[config.mk]
export PLATFORM = sky130hd
export DESIGN_NAME = hsw_startup_seq
export DESIGN_NICKNAME = d
export VERILOG_FILES = /design/src/rtl/hsw_pkg.sv /design/src/rtl/hsw_startup_timer.sv /design/src/rtl/hsw_seq_fsm.sv /design/src/rtl/hsw_pg_qual.sv /design/src/rtl/hsw_startup_seq.sv
export SDC_FILE = /design/constraint.sdc
export NUM_CORES = 1
export LEC_CHECK = 0
export BUFFER_PORTS_ARGS = -buffer_cell sky130_fd_sc_hd__buf_2
export CAP_MARGIN = 20
export CORE_ASPECT_RATIO = 1.1
export CORE_MARGIN = 2
export CORE_UTILIZATION = 35
export CTS_BUF_LIST = sky130_fd_sc_hd__clkbuf_8
export DETAILED_ROUTE_END_ITERATION = 10
export GPL_TIMING_DRIVEN = 0
export PLACE_DENSITY = 0.62
export RECOVER_POWER = 50
export SYNTH_ARGS = -nofsm -noshare
export SYNTH_HDL_FRONTEND = slang
export SYNTH_HIERARCHICAL = 1
export SYNTH_SLANG_ARGS = --single-unit
[constraint.sdc]
create_clock -name clk -period 3.6 [get_ports clk]
set_clock_uncertainty 0.15 [all_clocks]
set_input_delay 0.72 -clock clk [delete_from_list [all_inputs] [get_ports clk]]
set_output_delay 0.72 -clock clk [all_outputs]
set_load 0.01 [all_outputs]
[src/rtl/hsw_pkg.sv]
// Shared types for the hot-swap start-up sequencer.
// Assumes: one channel per sequencer instance.
package hsw_pkg;
    typedef enum logic [1:0] {
        SEQ_IDLE  = 2'd0,
        SEQ_START = 2'd1,
        SEQ_RUN   = 2'd2,
        SEQ_FAULT = 2'd3
    } seq_state_e;
endpackage

[src/rtl/hsw_startup_timer.sv]
// Start-up interval timer: counts STARTUP_MS milliseconds of ticks in
// internal mode, or passes the external threshold flag through.
// Assumes: run_i is high only during start-up; tick_i is one cycle wide.
module hsw_startup_timer #(
    parameter int TICKS_PER_MS = 1000,
    parameter int STARTUP_MS   = 100
) (
    input  logic clk,
    input  logic rst_n,
    input  logic run_i,
    input  logic tick_i,
    input  logic use_int_i,
    input  logic ext_hit_i,
    output logic expired_o
);
    localparam int US_W = (TICKS_PER_MS > 1) ? $clog2(TICKS_PER_MS) : 1;
    localparam int MS_W = (STARTUP_MS > 1) ? $clog2(STARTUP_MS) : 1;
    localparam logic [US_W-1:0] US_LAST = US_W'(TICKS_PER_MS - 1);
    localparam logic [MS_W-1:0] MS_LAST = MS_W'(STARTUP_MS - 1);

    logic [US_W-1:0] us_q;
    logic [MS_W-1:0] ms_q;
    logic            done_q;

    // Count ticks into milliseconds, then hold the done flag until start-up ends.
    always_ff @(posedge clk) begin
        if (!rst_n || !run_i) begin
            us_q   <= '0;
            ms_q   <= '0;
            done_q <= 1'b0;
        end else if (tick_i && !done_q) begin
            if (us_q == US_LAST) begin
                us_q <= '0;
                if (ms_q == MS_LAST) done_q <= 1'b1;
                else                 ms_q   <= ms_q + 1'b1;
            end else begin
                us_q <= us_q + 1'b1;
            end
        end
    end

    // Select the interval source.
    always_comb expired_o = use_int_i ? done_q : ext_hit_i;

    AST_MS_IN_RANGE: assert property (@(posedge clk) disable iff (!rst_n)
        ms_q <= MS_LAST);
    AST_US_IN_RANGE: assert property (@(posedge clk) disable iff (!rst_n)
        us_q <= US_LAST);
    AST_IDLE_CLEARS_COUNT: assert property (@(posedge clk) disable iff (!rst_n)
        !run_i |=> (us_q == '0 && ms_q == '0 && !done_q));
endmodule

[src/rtl/hsw_seq_fsm.sv]
// Sequencer state machine: enters start-up on request, decides between
// fault and run at interval expiry, and returns to idle when the request drops.
// Assumes: expired_i is only meaningful while in start-up.
module hsw_seq_fsm
    import hsw_pkg::*;
(
    input  logic       clk,
    input  logic       rst_n,
    input  logic       on_req_i,
    input  logic       expired_i,
    input  logic       ilim_active_i,
    output seq_state_e state_o,
    output logic       arm_stb_o,
    output logic       oc_pulse_o
);
    seq_state_e state_q, state_d;
    logic       arm_d, oc_d;

    // Next-state and decision logic.
    always_comb begin
        state_d = state_q;
        arm_d   = 1'b0;
        oc_d    = 1'b0;
        if (!on_req_i) begin
            state_d = SEQ_IDLE;
        end else begin
            unique case (state_q)
                SEQ_IDLE:  state_d = SEQ_START;
                SEQ_START: if (expired_i) begin
                    if (ilim_active_i) begin
                        state_d = SEQ_FAULT;
                        oc_d    = 1'b1;
                    end else begin
                        state_d = SEQ_RUN;
                        arm_d   = 1'b1;
                    end
                end
                SEQ_RUN:   state_d = SEQ_RUN;
                SEQ_FAULT: state_d = SEQ_FAULT;
                default:   state_d = SEQ_IDLE;
            endcase
        end
    end

    // State and strobe registers.
    always_ff @(posedge clk) begin
        if (!rst_n) begin
            state_q    <= SEQ_IDLE;
            arm_stb_o  <= 1'b0;
            oc_pulse_o <= 1'b0;
        end else begin
            state_q    <= state_d;
            arm_stb_o  <= arm_d;
            oc_pulse_o <= oc_d;
        end
    end

    always_comb state_o = state_q;

    AST_ARM_ONE_CYCLE: assert property (@(posedge clk) disable iff (!rst_n)
        arm_stb_o |=> !arm_stb_o);
    AST_OC_ONE_CYCLE: assert property (@(posedge clk) disable iff (!rst_n)
        oc_pulse_o |=> !oc_pulse_o);
    AST_FAULT_HOLDS: assert property (@(posedge clk) disable iff (!rst_n)
        (state_q == SEQ_FAULT && on_req_i) |=> state_q == SEQ_FAULT);
    AST_OFF_TO_IDLE: assert property (@(posedge clk) disable iff (!rst_n)
        !on_req_i |=> state_q == SEQ_IDLE);
endmodule

[src/rtl/hsw_pg_qual.sv]
// Power-good qualifier: registers the combination of running state,
// request, feedback and enhancement flags.
// Assumes: run_i is high only after a clean start-up decision.
module hsw_pg_qual (
    input  logic clk,
    input  logic rst_n,
    input  logic run_i,
    input  logic on_req_i,
    input  logic fb_above_i,
    input  logic gate_enh_i,
    output logic pg_o,
    output logic pg_n_o
);
    // Register the qualified power-good condition.
    always_ff @(posedge clk) begin
        if (!rst_n) pg_o <= 1'b0;
        else        pg_o <= run_i && on_req_i && fb_above_i && gate_enh_i;
    end

    // Status view, active low.
    always_comb pg_n_o = !pg_o;

    AST_PG_NEEDS_FB: assert property (@(posedge clk) disable iff (!rst_n)
        $rose(pg_o) |-> $past(fb_above_i && gate_enh_i));
    AST_PG_NEEDS_RUN: assert property (@(posedge clk) disable iff (!rst_n)
        !run_i |=> !pg_o);
endmodule

[src/rtl/hsw_startup_seq.sv]
// Hot-swap start-up sequencer top: ties the interval timer, the state
// machine and the power-good qualifier together and decodes the outputs.
// Assumes: comparator flags are already synchronised to clk.
module hsw_startup_seq
    import hsw_pkg::*;
#(
    parameter int TICKS_PER_MS = 1000,
    parameter int STARTUP_MS   = 100
) (
    input  logic clk,
    input  logic rst_n,
    input  logic tick_us,
    input  logic on_req,
    input  logic use_int_timer,
    input  logic ext_timer_hit,
    input  logic ilim_active,
    input  logic fb_above,
    input  logic gate_enh,
    output logic gate_en,
    output logic foldback_en,
    output logic ilim_high,
    output logic brk_arm_stb,
    output logic oc_fault_pulse,
    output logic pg_ok,
    output logic pg_status_n
);
    seq_state_e state;
    logic       expired;
    logic       in_start, in_run;

    // Decode the state into phase flags.
    always_comb begin
        in_start = (state == SEQ_START);
        in_run   = (state == SEQ_RUN);
    end

    hsw_startup_timer #(
        .TICKS_PER_MS(TICKS_PER_MS),
        .STARTUP_MS  (STARTUP_MS)
    ) i_timer (
        .clk      (clk),
        .rst_n    (rst_n),
        .run_i    (in_start),
        .tick_i   (tick_us),
        .use_int_i(use_int_timer),
        .ext_hit_i(ext_timer_hit),
        .expired_o(expired)
    );

    hsw_seq_fsm i_fsm (
        .clk          (clk),
        .rst_n        (rst_n),
        .on_req_i     (on_req),
        .expired_i    (expired),
        .ilim_active_i(ilim_active),
        .state_o      (state),
        .arm_stb_o    (brk_arm_stb),
        .oc_pulse_o   (oc_fault_pulse)
    );

    hsw_pg_qual i_pg (
        .clk       (clk),
        .rst_n     (rst_n),
        .run_i     (in_run),
        .on_req_i  (on_req),
        .fb_above_i(fb_above),
        .gate_enh_i(gate_enh),
        .pg_o      (pg_ok),
        .pg_n_o    (pg_status_n)
    );

    // Drive the channel controls from the phase flags.
    always_comb begin
        gate_en     = in_start || in_run;
        foldback_en = in_start;
        ilim_high   = in_run;
    end

    AST_OC_GATE_OFF: assert property (@(posedge clk) disable iff (!rst_n)
        oc_fault_pulse |-> (!gate_en && !ilim_high));
    AST_ARM_RAISES_LIMIT: assert property (@(posedge clk) disable iff (!rst_n)
        brk_arm_stb |-> (ilim_high && !foldback_en && gate_en));
    AST_OFF_CLEARS_OUTPUTS: assert property (@(posedge clk) disable iff (!rst_n)
        !on_req |=> (!gate_en && !pg_ok && !ilim_high));
    AST_PG_STATUS_FLIP: assert property (@(posedge clk) disable iff (!rst_n)
        pg_ok != pg_status_n);
endmodule

==> results by group, run 1 <==
Power and ir drop
  • Pwr per Cell Area: 361.3 nW/um2
  • VDD IR-drop max: 165.5 uV
  • P_leak: 0.4481 nW

Worst hold path
  • Hold Crit Class: reg -> reg
  • Hold Crit Depth: 2
  • Hold path startpoint: i_timer/ms_q[6]$_SDFFE_PP0P_
  • WHS Endpoint: i_timer/ms_q[6]$_SDFFE_PP0P_

Cells and area
  • Post-route cell area: 1201 um2
  • Fraction of layout cells with a size suffix above 1: 13.33%
  • Commonest non-fill, non-tap cell in the layout: dfxtp_1
  • Commonest non-fill, non-tap cells in the layout: dfxtp_1, nor2_1, buf_2
  • Register area: 460.4 um2
  • Fill cells: 299
  • Layout net count: 149
  • Multi-input logic area: 558.0 um2
  • Layout area overhead: 13.21%
  • ANT cells: 0

Global routing
  • Vias in the first global route: 898
  • Initial antenna violation count: 0
  • GR Overflow Total: 0
  • Gr usage total: 13.65%
  • Largest net degree at the start of global routing: 14
  • First-pass GRT wire length: 3705 um

Clocking
  • Max clock buf depth: 2
  • # H-tree levels: 1
  • Post-CTS setup buffer count: 0
  • Clock Root Buffer: clkbuf_8
  • Worst skew pair latency: 0.26 ns
  • CTS tree: built
  • Hold_buf cts: 0
  • Post-CTS resize count: 0
  • Total clock sinks: 23
  • Total CTS buffers: 3
  • Clock-pin transition on the worst setup and hold timing paths: 0.08 ns

Critical path
  • Launch point of the worst reg-to-reg path: i_timer/us_q[0]$_SDFFE_PP0N_
  • CP endpoint kind: flop
  • RR Endpoint: i_timer/ms_q[6]$_SDFFE_PP0P_
  • Element type at the critical path start: input port
  • CP Data Required Time: 3.65 ns
  • Worst path cell trace: clkbuf_1, nand4b_1, or3_2, clkbuf_1, or4_1, a21oi_1
  • Slowest-stage cell, CP: or4_1
  • CP most frequent cell: clkbuf_1
  • Worst reg2reg setup slack: 1.30 ns
  • Worst reg2reg path depth: 6
  • Buffers & Inverters on Critical Path: 2
  • CP peak stage delay: 0.53 ns
  • Top delay family on crit path: simple AND/OR/NAND/NOR gates
  • WP data arrival: 2.40 ns
  • Worst-path fanout max: 10
  • WS Path Type: in -> reg

Logic synthesis
  • Synth top area cells: dfxtp_1, xor2_1, nor2_1, ha_1, a21oi_1
  • Ys async rst share: 0%
  • Synth Net Count: 129
  • Mapped Cells: 116
  • Cell variety after synth: 34
  • Number of synthesized flops with an enable pin: 0
  • Sequential area share after synthesis: 43.40%
  • Yosys top cell area share: 43.40%
  • Yosys top cell by area: dfxtp_1
  • Synthesized area per cell: 9.147 um2
  • Number of warning messages in the yosys log: 6
  • Mapped Area: 1061 um2
  • Main synth FF type: dfxtp_1
  • Synthesized flop and latch total: 23

Run status
  • Status: finished, final reports clean

Route
  • DRC violation count after routing: 0
  • DR vias: 870
  • Vias per Instance: 5.179
  • Drt wl/cell: 11.86 um
  • Post-route ant nets: 0
  • Drt first pass iters: 4
  • Initial drt markers: 29
  • DRT Wirelength: 1993 um

Floorplanning
  • Die Area: 3488 um2
  • Die outline height: 61.75 um
  • Horiz. Die Dim: 56.50 um
  • Initial Util: 37.52%
  • Core area: 2828 um2
  • Std-Cell Rows: 20
  • IO Count: 16

Timing
  • Fin crit period: 2.355 ns
  • Final worst-path setup slack: 1.245 ns
  • Worst Tran Pin Value: 0.5262 ns
  • Fmax: 424.6 MHz
  • Slew Viols, Final: 0
  • Setup TNS: 0 ns
  • Finish-stage setup viols: 0
  • Fin Hold WS: 0.3515 ns
  • Final worst path period share: 65.43%
  • RSZ-0062 raised after global routing: false
  • Final hold violation count: 0
  • Slew margin rel.: 64.60%

Placed design
  • Global placer's final weighted congestion: 0.7361
  • Placed cell areas: 1177 um2
  • I/O Buffers: 15
  • Dpl ws: 1.184 ns
  • Post-DP HPWL: 1505 um

Flow run
  • Max Cap Violations: 0
## final cells by class
cell class	instances	area share, %
Multi-Input combinational cell	86	46.46
Sequential cell	23	38.33
Timing Repair Buffer	15	5.729
Clock buffer	3	3.438
Tap cell	33	3.438
Inverter	6	1.875
Clock inverter	1	0.4167
Buffer	1	0.3125
## layer usage
layer  routed length [um]  vias up  track usage (%)  part of all wire (%)
li1                     -      448                -                     -
met4                   15        0            7.823                  0.75
met2                  958       19            24.25                    48
met5                    0        -                0                     0
met3                   93        2            2.899                   4.7
met1                  925      401            15.54                    46
## kinds of logic (layout without fill, tap and decap cells)
| group | after synthesis | count (layout) | synth area share, % |
|---|---|---|---|
| buffers and inverters | 7 | 26 | 3.184 |
| adder cells (fa/ha/maj) | 4 | 4 | 4.717 |
| XOR/XNOR | 10 | 10 | 8.255 |
| flip-flops | 23 | 23 | 43.40 |
| AND/OR/NAND/NOR | 56 | 56 | 31.02 |
| AO/OA/AOI/OAI | 14 | 14 | 7.430 |
| multiplexers | 2 | 2 | 2.005 |
## sequential cells by signal, summed over array words and instances, names as in the netlist
register,flops
i_fsm/arm_stb_o,1
i_fsm/oc_pulse_o,1
i_fsm/state_o,2
i_pg/pg_o,1
i_timer/done_q,1
i_timer/ms_q,7
i_timer/us_q,10
## worst max-delay path by stage
stage                     slack [ns]                         start  cells after the start                            to
after floorplan                 1.41                       tick_us                      5  i_timer/ms_q[6]$_SDFFE_PP0P_
after global placement          1.22                       tick_us                      6  i_timer/ms_q[6]$_SDFFE_PP0P_
after detailed placement        1.18                       tick_us                      6  i_timer/ms_q[6]$_SDFFE_PP0P_
after CTS                       1.45  i_timer/us_q[0]$_SDFFE_PP0N_                      6  i_timer/ms_q[6]$_SDFFE_PP0P_
after global routing            1.15                       tick_us                      6  i_timer/ms_q[6]$_SDFFE_PP0P_
final                           1.24                       tick_us                      6  i_timer/ms_q[6]$_SDFFE_PP0P_
## synthesized netlist by cell type (all sizes together) (2+ instances only)
library cell / n
or3: 3
and4b: 2
nand4: 3
xor2: 7
nor2: 16
and2: 2
xnor2: 3
nand4b: 3
nand3: 7
ha: 4
nand2: 7
inv: 6
or4: 2
o21ai: 4
dfxtp: 23
a21oi: 7
nor3: 3
## per-stage QoR
| stage | util [%] | total power [mW] | instances |
|---|---|---|---|
| after floorplan | - | 0.2730 | 116 |
| after global placement | 41.64 | 0.2817 | 164 |
| after detailed placement | 41.64 | 0.2827 | 164 |
| after CTS | 43.27 | 0.4432 | 168 |
| after global routing | 42.48 | 0.4554 | 168 |
| final | 42.48 | 0.4339 | 168 |
## worst reg2reg max path, stage by stage (launching register included)
cell and delay (ns):
dfxtp_1 0.37, ha_1 0.20, nand4b_1 0.17, or3_2 0.48, clkbuf_1 0.20, or4_1 0.53, a21oi_1 0.14
## power breakdown
| group | switching (mW) | internal (mW) |
|---|---|---|
| sequential | 0.00149 | 0.255 |
| clock | 0.0810 | 0.0771 |
| combinational | 0.0107 | 0.00819 |
(Power assumes the default switching activity.)
==> run 2: changes to the inputs <==
Clock period 3.6 ns to 2.4 ns, I/O delays scaled along.
==> run 2 against run 1 <==
Worst hold slack worse by 0.064 ns. Cell count unchanged. Via count up 0.69%. First-iteration DRC count down 21%. Combinational power up 50%. Largest cell class unchanged. Highest routed layer unchanged.
==> results by group, run 2 (synthesis gave the netlist of run 1 again) <==
Floorplanning
  • Initial Util: 37.52% (unchanged)
  • Horiz. Die Dim: 56.50 um (unchanged)
  • Std-Cell Rows: 20 (unchanged)
  • IO Count: 16 (unchanged)
  • Core area: 2828 um2 (unchanged)
  • Die Area: 3488 um2 (unchanged)
  • Die outline height: 61.75 um (unchanged)

Clocking
  • Hold_buf cts: 0 (unchanged)
  • Clock-pin transition on the worst setup and hold timing paths: 0.08 ns (about the same)
  • Worst skew pair latency: 0.26 ns (about the same)
  • Total clock sinks: 23 (unchanged)
  • Total CTS buffers: 3 (unchanged)
  • CTS tree: built
  • Clock Root Buffer: clkbuf_8
  • Max clock buf depth: 2 (unchanged)
  • # H-tree levels: 1 (unchanged)
  • Post-CTS setup buffer count: 0 (unchanged)
  • Post-CTS resize count: 0 (unchanged)

Timing
  • Setup TNS: 0 ns (unchanged)
  • Fmax: 467.9 MHz
  • Worst Tran Pin Value: 0.5247 ns (-0.001446 ns)
  • Fin crit period: 2.137 ns
  • Final hold violation count: 0 (unchanged)
  • Slew Viols, Final: 0 (unchanged)
  • RSZ-0062 raised after global routing: false
  • Slew margin rel.: 64.70% (+0.097 points)
  • Finish-stage setup viols: 0 (unchanged)
  • Final worst path period share: 89.04%

Critical path
  • Slowest-stage cell, CP: or4_1
  • Buffers & Inverters on Critical Path: 1 (-1)
  • Worst path cell trace: ha_1, nand4b_1, or3_4, buf_6, or4_1, a21oi_1
  • Launch point of the worst reg-to-reg path: i_timer/us_q[0]$_SDFFE_PP0N_
  • CP peak stage delay: 0.49 ns (-0.04 ns)
  • Top delay family on crit path: simple AND/OR/NAND/NOR gates
  • WP data arrival: 2.18 ns (-0.22 ns)
  • CP Data Required Time: 2.44 ns (-1.21 ns)
  • Element type at the critical path start: flop
  • RR Endpoint: i_timer/ms_q[6]$_SDFFE_PP0P_
  • Worst-path fanout max: 10 (unchanged)
  • WS Path Type: reg -> reg
  • Worst reg2reg path depth: 6 (unchanged)
  • Worst reg2reg setup slack: 0.26 ns (-1.04 ns)
  • CP endpoint kind: flop

Cells and area
  • Register area: 460.4 um2 (unchanged)
  • ANT cells: 0 (unchanged)
  • Layout net count: 149 (unchanged)
  • Post-route cell area: 1211 um2 (+0.83%)
  • Max reg flops: 10 (unchanged)
  • Core Util, Final: 42.83% (+0.35 points)
  • Multi-input logic area: 561.8 um2 (+0.67%)
  • Most flop-heavy register: i_timer/us_q
  • Commonest non-fill, non-tap cells in the layout: dfxtp_1, nor2_1, buf_2
  • Fill cells: 296 (-1.0%)
  • Fraction of layout cells with a size suffix above 1: 13.33% (unchanged)
  • Layout area overhead: 14.15%
  • Commonest non-fill, non-tap cell in the layout: dfxtp_1

Run status
  • Status: finished, final reports clean

Power and ir drop
  • VDD IR-drop max: 247.1 uV (+49%)
  • Total power: 0.6506 mW (+50%)
  • Pwr per Cell Area: 537.2 nW/um2 (+49%)
  • P_leak: 0.4488 nW (+0.17%)

Placed design
  • I/O Buffers: 15 (unchanged)
  • Global placer's final weighted congestion: 0.7361 (unchanged)
  • Post-DP HPWL: 1505 um (unchanged)
  • Placed cell areas: 1177 um2 (unchanged)

Route
  • DR vias: 876 (+0.69%)
  • Drt wl/cell: 11.85 um (-0.15%)
  • DRT Wirelength: 1990 um (-0.15%)
  • Vias per Instance: 5.214 (+0.69%)
  • Drt first pass iters: 4 (unchanged)
  • Initial drt markers: 23 (-21%)
  • DRC violation count after routing: 0 (unchanged)
  • Post-route ant nets: 0 (unchanged)

Worst hold path
  • Hold path startpoint: fb_above
  • WHS Endpoint: i_pg/pg_o$_SDFF_PN0_
  • Hold Crit Class: in -> reg
  • Hold Crit Depth: 3 (+1)

Global routing
  • Gr usage total: 13.65% (unchanged)
  • First-pass GRT wire length: 3705 um (unchanged)
  • Largest net degree at the start of global routing: 14 (unchanged)
  • Initial antenna violation count: 0 (unchanged)
  • Vias in the first global route: 898 (unchanged)
  • GR Overflow Total: 0 (unchanged)

Flow run
  • Max Cap Violations: 0 (unchanged)
run 2: cell count changes in the layout (fill, tap and decap cells not counted):
cell / previous run / this run
buf_2: 10 / 9
buf_6: 0 / 1
or3_2: 1 / 0
or3_4: 0 / 1
run 2: final cells by class:
cell class                 count  area share (%)
buffer                         1          0.9298
clock buffer                   3           3.409
clock inverter                 1          0.4132
inverter                       6           1.860
multi-input combinational     86           46.38
sequential                    23           38.02
tap                           33           3.409
timing repair buffer          15           5.579
run 2: tightest hold or removal path, cell delays in order:
cell and delay [ns]:
buf_2 0.09, nand2_1 0.05, nor2_1 0.04
run 2: worst max path at each step:
stage                                      start                      endpoint  slack (ns)  cells past startpoint
finish              i_timer/us_q[0]$_SDFFE_PP0N_  i_timer/ms_q[6]$_SDFFE_PP0P_        0.26                      6
global route        i_timer/us_q[0]$_SDFFE_PP0N_  i_timer/ms_q[6]$_SDFFE_PP0P_        0.13                      6
CTS                 i_timer/us_q[0]$_SDFFE_PP0N_  i_timer/ms_q[6]$_SDFFE_PP0P_        0.25                      6
detailed placement                       tick_us  i_timer/ms_q[6]$_SDFFE_PP0P_        0.22                      6
global placement                         tick_us  i_timer/ms_q[6]$_SDFFE_PP0P_        0.26                      6
floorplan           i_timer/us_q[3]$_SDFFE_PP0N_  i_timer/ms_q[6]$_SDFFE_PP0P_        0.34                      5
run 2: layer usage:
metal	GRT usage, %	vias to the layer above	share of wire [%]
li1	-	450	-
met1	15.54	407	46
met3	2.899	2	4.4
met2	24.25	17	49
met4	7.823	0	0.75
met5	0	-	0
run 2: report_power, final:
group | total, mW | internal (mW) | switching [mW]
sequential | 0.385 | 0.383 | 0.00222
combinational | 0.0283 | 0.0122 | 0.0161
clock | 0.237 | 0.116 | 0.121
total | 0.651 | 0.511 | 0.140
run 2: through the flow:
stage | worst slack [ns] | std cells | hold slack [ns]
2_1_floorplan | 0.3387 | 116 | 0.3020
3_3_place_gp | 0.2577 | 164 | 0.3144
3_5_place_dp | 0.2244 | 164 | 0.3366
4_1_cts | 0.2524 | 168 | 0.2780
5_1_grt | 0.1350 | 168 | 0.3040
6_report | 0.2630 | 168 | 0.2875
==> run 3: changes to the inputs <==
Settings changed: RECOVER_POWER 50 to unset.
==> run 3 against run 2 <==
Non-clock buffer count stayed put. Via count rose by 0.11%. Power is 0.43% higher. Core utilization rose by 0.44 points. Worst hold slack improved by 0.00079 ns. Sequential power about the same. Critical endpoint unchanged. Highest routed layer unchanged.
==> results by group, run 3 (synthesis gave the netlist of run 1 again) <==
Cells and area
  • Commonest non-fill, non-tap cells in the layout: dfxtp_1, nor2_1, buf_2
  • Most flop-heavy register: i_timer/us_q
  • Layout area overhead: 15.33%
  • Multi-input logic area: 566.8 um2 (+0.89%)
  • Layout net count: 149 (unchanged)
  • Commonest non-fill, non-tap cell in the layout: dfxtp_1
  • Fraction of layout cells with a size suffix above 1: 19.26% (+5.9 points)
  • Max reg flops: 10 (unchanged)
  • Fill cells: 294 (-0.68%)
  • Register area: 460.4 um2 (unchanged)
  • ANT cells: 0 (unchanged)

Timing
  • Fin crit period: 2.137 ns (+0.0001500 ns)
  • Final worst path period share: 89.05% (about the same)
  • Finish-stage setup viols: 0 (unchanged)
  • Final worst-path setup slack: 0.2628 ns (-0.0001500 ns)
  • Setup TNS: 0 ns (unchanged)
  • RSZ-0062 raised after global routing: false
  • Fmax: 467.9 MHz (about the same)
  • Slew Viols, Final: 0 (unchanged)
  • Slew margin rel.: 64.33% (-0.37 points)
  • Final hold violation count: 0 (unchanged)
  • Worst Tran Pin Value: 0.5302 ns (+0.005447 ns)

Critical path
  • Slowest-stage cell, CP: or4_1
  • CP endpoint kind: flop
  • Buffers & Inverters on Critical Path: 1 (unchanged)
  • Top delay family on crit path: simple AND/OR/NAND/NOR gates
  • Worst-path fanout max: 10 (unchanged)
  • WP data arrival: 2.18 ns (about the same)
  • CP Data Required Time: 2.45 ns (about the same)
  • Element type at the critical path start: flop
  • Worst path cell trace: ha_1, nand4b_1, or3_4, buf_6, or4_1, a21oi_1
  • WS Path Type: reg -> reg
  • CP peak stage delay: 0.49 ns (about the same)
  • Instance count on the critical path: 6 (unchanged)
  • Worst reg2reg path depth: 6 (unchanged)

Placed design
  • Post-DP HPWL: 1505 um (unchanged)
  • Global placer's final weighted congestion: 0.7361 (unchanged)
  • I/O Buffers: 15 (unchanged)
  • Dpl ws: 0.2244 ns (unchanged)

Clocking
  • Clock-pin transition on the worst setup and hold timing paths: 0.08 ns (about the same)
  • CTS tree: built
  • Clock Root Buffer: clkbuf_8
  • Total CTS buffers: 3 (unchanged)
  • Post-CTS resize count: 0 (unchanged)
  • Worst skew pair latency: 0.26 ns (about the same)
  • Total clock sinks: 23 (unchanged)
  • Max clock buf depth: 2 (unchanged)
  • Hold_buf cts: 0 (unchanged)
  • Post-CTS setup buffer count: 0 (unchanged)
  • # H-tree levels: 1 (unchanged)

Power and ir drop
  • Clock power frac: 36.5% (about the same)
  • VDD IR-drop max: 251.3 uV (+1.7%)
  • Pwr per Cell Area: 534.0 nW/um2 (-0.60%)
  • Switching pwr: 0.1414 mW (+1.3%)
  • Combinational fraction of design power: 4.5% (about the same)
  • P_leak: 0.4718 nW (+5.1%)
  • Int Power: 0.5120 mW (+0.18%)
  • Sw Ratio: 21.64% (+0.19 points)
  • Reg power frac: 59.0% (-0.2 points)

Floorplanning
  • Std-Cell Rows: 20 (unchanged)
  • Die Area: 3488 um2 (unchanged)
  • Core area: 2828 um2 (unchanged)
  • Initial Util: 37.52% (unchanged)
  • Horiz. Die Dim: 56.50 um (unchanged)
  • Die outline height: 61.75 um (unchanged)
  • IO Count: 16 (unchanged)

Route
  • Drt first pass iters: 4 (unchanged)
  • DR vias: 877 (+0.11%)
  • Initial drt markers: 29 (+26%)
  • DRT Wirelength: 2019 um (+1.5%)
  • DRC violation count after routing: 0 (unchanged)
  • DR top layer: met4
  • Met1 WL: 929 um (+1.5%)
  • Post-route ant nets: 0 (unchanged)
  • Met2 Routed Length: 979 um (+0.93%)
  • Vias per Instance: 5.220 (+0.11%)
  • Met3 WL: 95 um (+8.0%)
  • Drt wl/cell: 12.02 um (+1.5%)

Flow run
  • Max Cap Violations: 0 (unchanged)

Global routing
  • First-pass GRT wire length: 3705 um (unchanged)
  • Gr usage total: 13.65% (unchanged)
  • Largest net degree at the start of global routing: 14 (unchanged)
  • GR Overflow Total: 0 (unchanged)
  • Vias in the first global route: 898 (unchanged)
  • Initial antenna violation count: 0 (unchanged)

Worst hold path
  • Hold Crit Depth: 3 (unchanged)
  • Hold Crit Class: in -> reg

Run status
  • Status: finished, final reports clean
-- run 3: power by group through the flow --
stage | Clock (mW) | Combinational [mW] | Sequential, mW
2_1_floorplan | 0 | 0.0154 | 0.394
3_3_place_gp | 0 | 0.0284 | 0.394
6_report | 0.238 | 0.0296 | 0.385
5_1_grt | 0.265 | 0.0333 | 0.386
4_1_cts | 0.250 | 0.0298 | 0.385
3_5_place_dp | 0 | 0.0296 | 0.394
-- run 3: routing by layer --
metal / GRT usage, % / up-vias
met4: 7.823 / 0
met3: 2.899 / 2
met5: 0 / -
met1: 15.54 / 409
li1: - / 449
met2: 24.25 / 17
-- run 3: path summary, 6_finish.rpt --
| kind | start | slack, ns | end |
|---|---|---|---|
| hold / removal | fb_above | 0.29 | i_pg/pg_o$_SDFF_PN0_ |
| setup / recovery | i_timer/us_q[0]$_SDFFE_PP0N_ | 0.26 | i_timer/ms_q[6]$_SDFFE_PP0P_ |
| hold reg to reg | i_timer/ms_q[1]$_SDFFE_PP0P_ | 0.35 | i_timer/ms_q[1]$_SDFFE_PP0P_ |
| setup reg to reg | i_timer/us_q[0]$_SDFFE_PP0N_ | 0.26 | i_timer/ms_q[6]$_SDFFE_PP0P_ |
-- run 3: layout make-up --
cell class,instances,area share (%)
Buffer,1,0.9202
Clock buffer,3,3.374
Clock inverter,1,0.4090
Inverter,6,1.840
Multi-Input combinational cell,86,46.32
Sequential cell,23,37.63
Tap cell,33,3.374
Timing Repair Buffer,15,6.135
-- run 3: worst min-delay path, cell delays in order --
cell     delay [ns]
buf_2          0.09
nand2_1        0.05
nor2_1         0.04
-- run 3: through the flow --
stage	utilization [%]	hold slack [ns]	cells	total power, mW	cell area, um2
2_1_floorplan	-	0.3020	116	0.4095	1061
3_3_place_gp	41.64	0.3144	164	0.4226	1177
3_5_place_dp	41.64	0.3366	164	0.4241	1177
4_1_cts	43.27	0.2780	168	0.6648	1224
5_1_grt	43.27	0.3040	168	0.6842	1224
6_report	43.27	0.2883	168	0.6534	1224
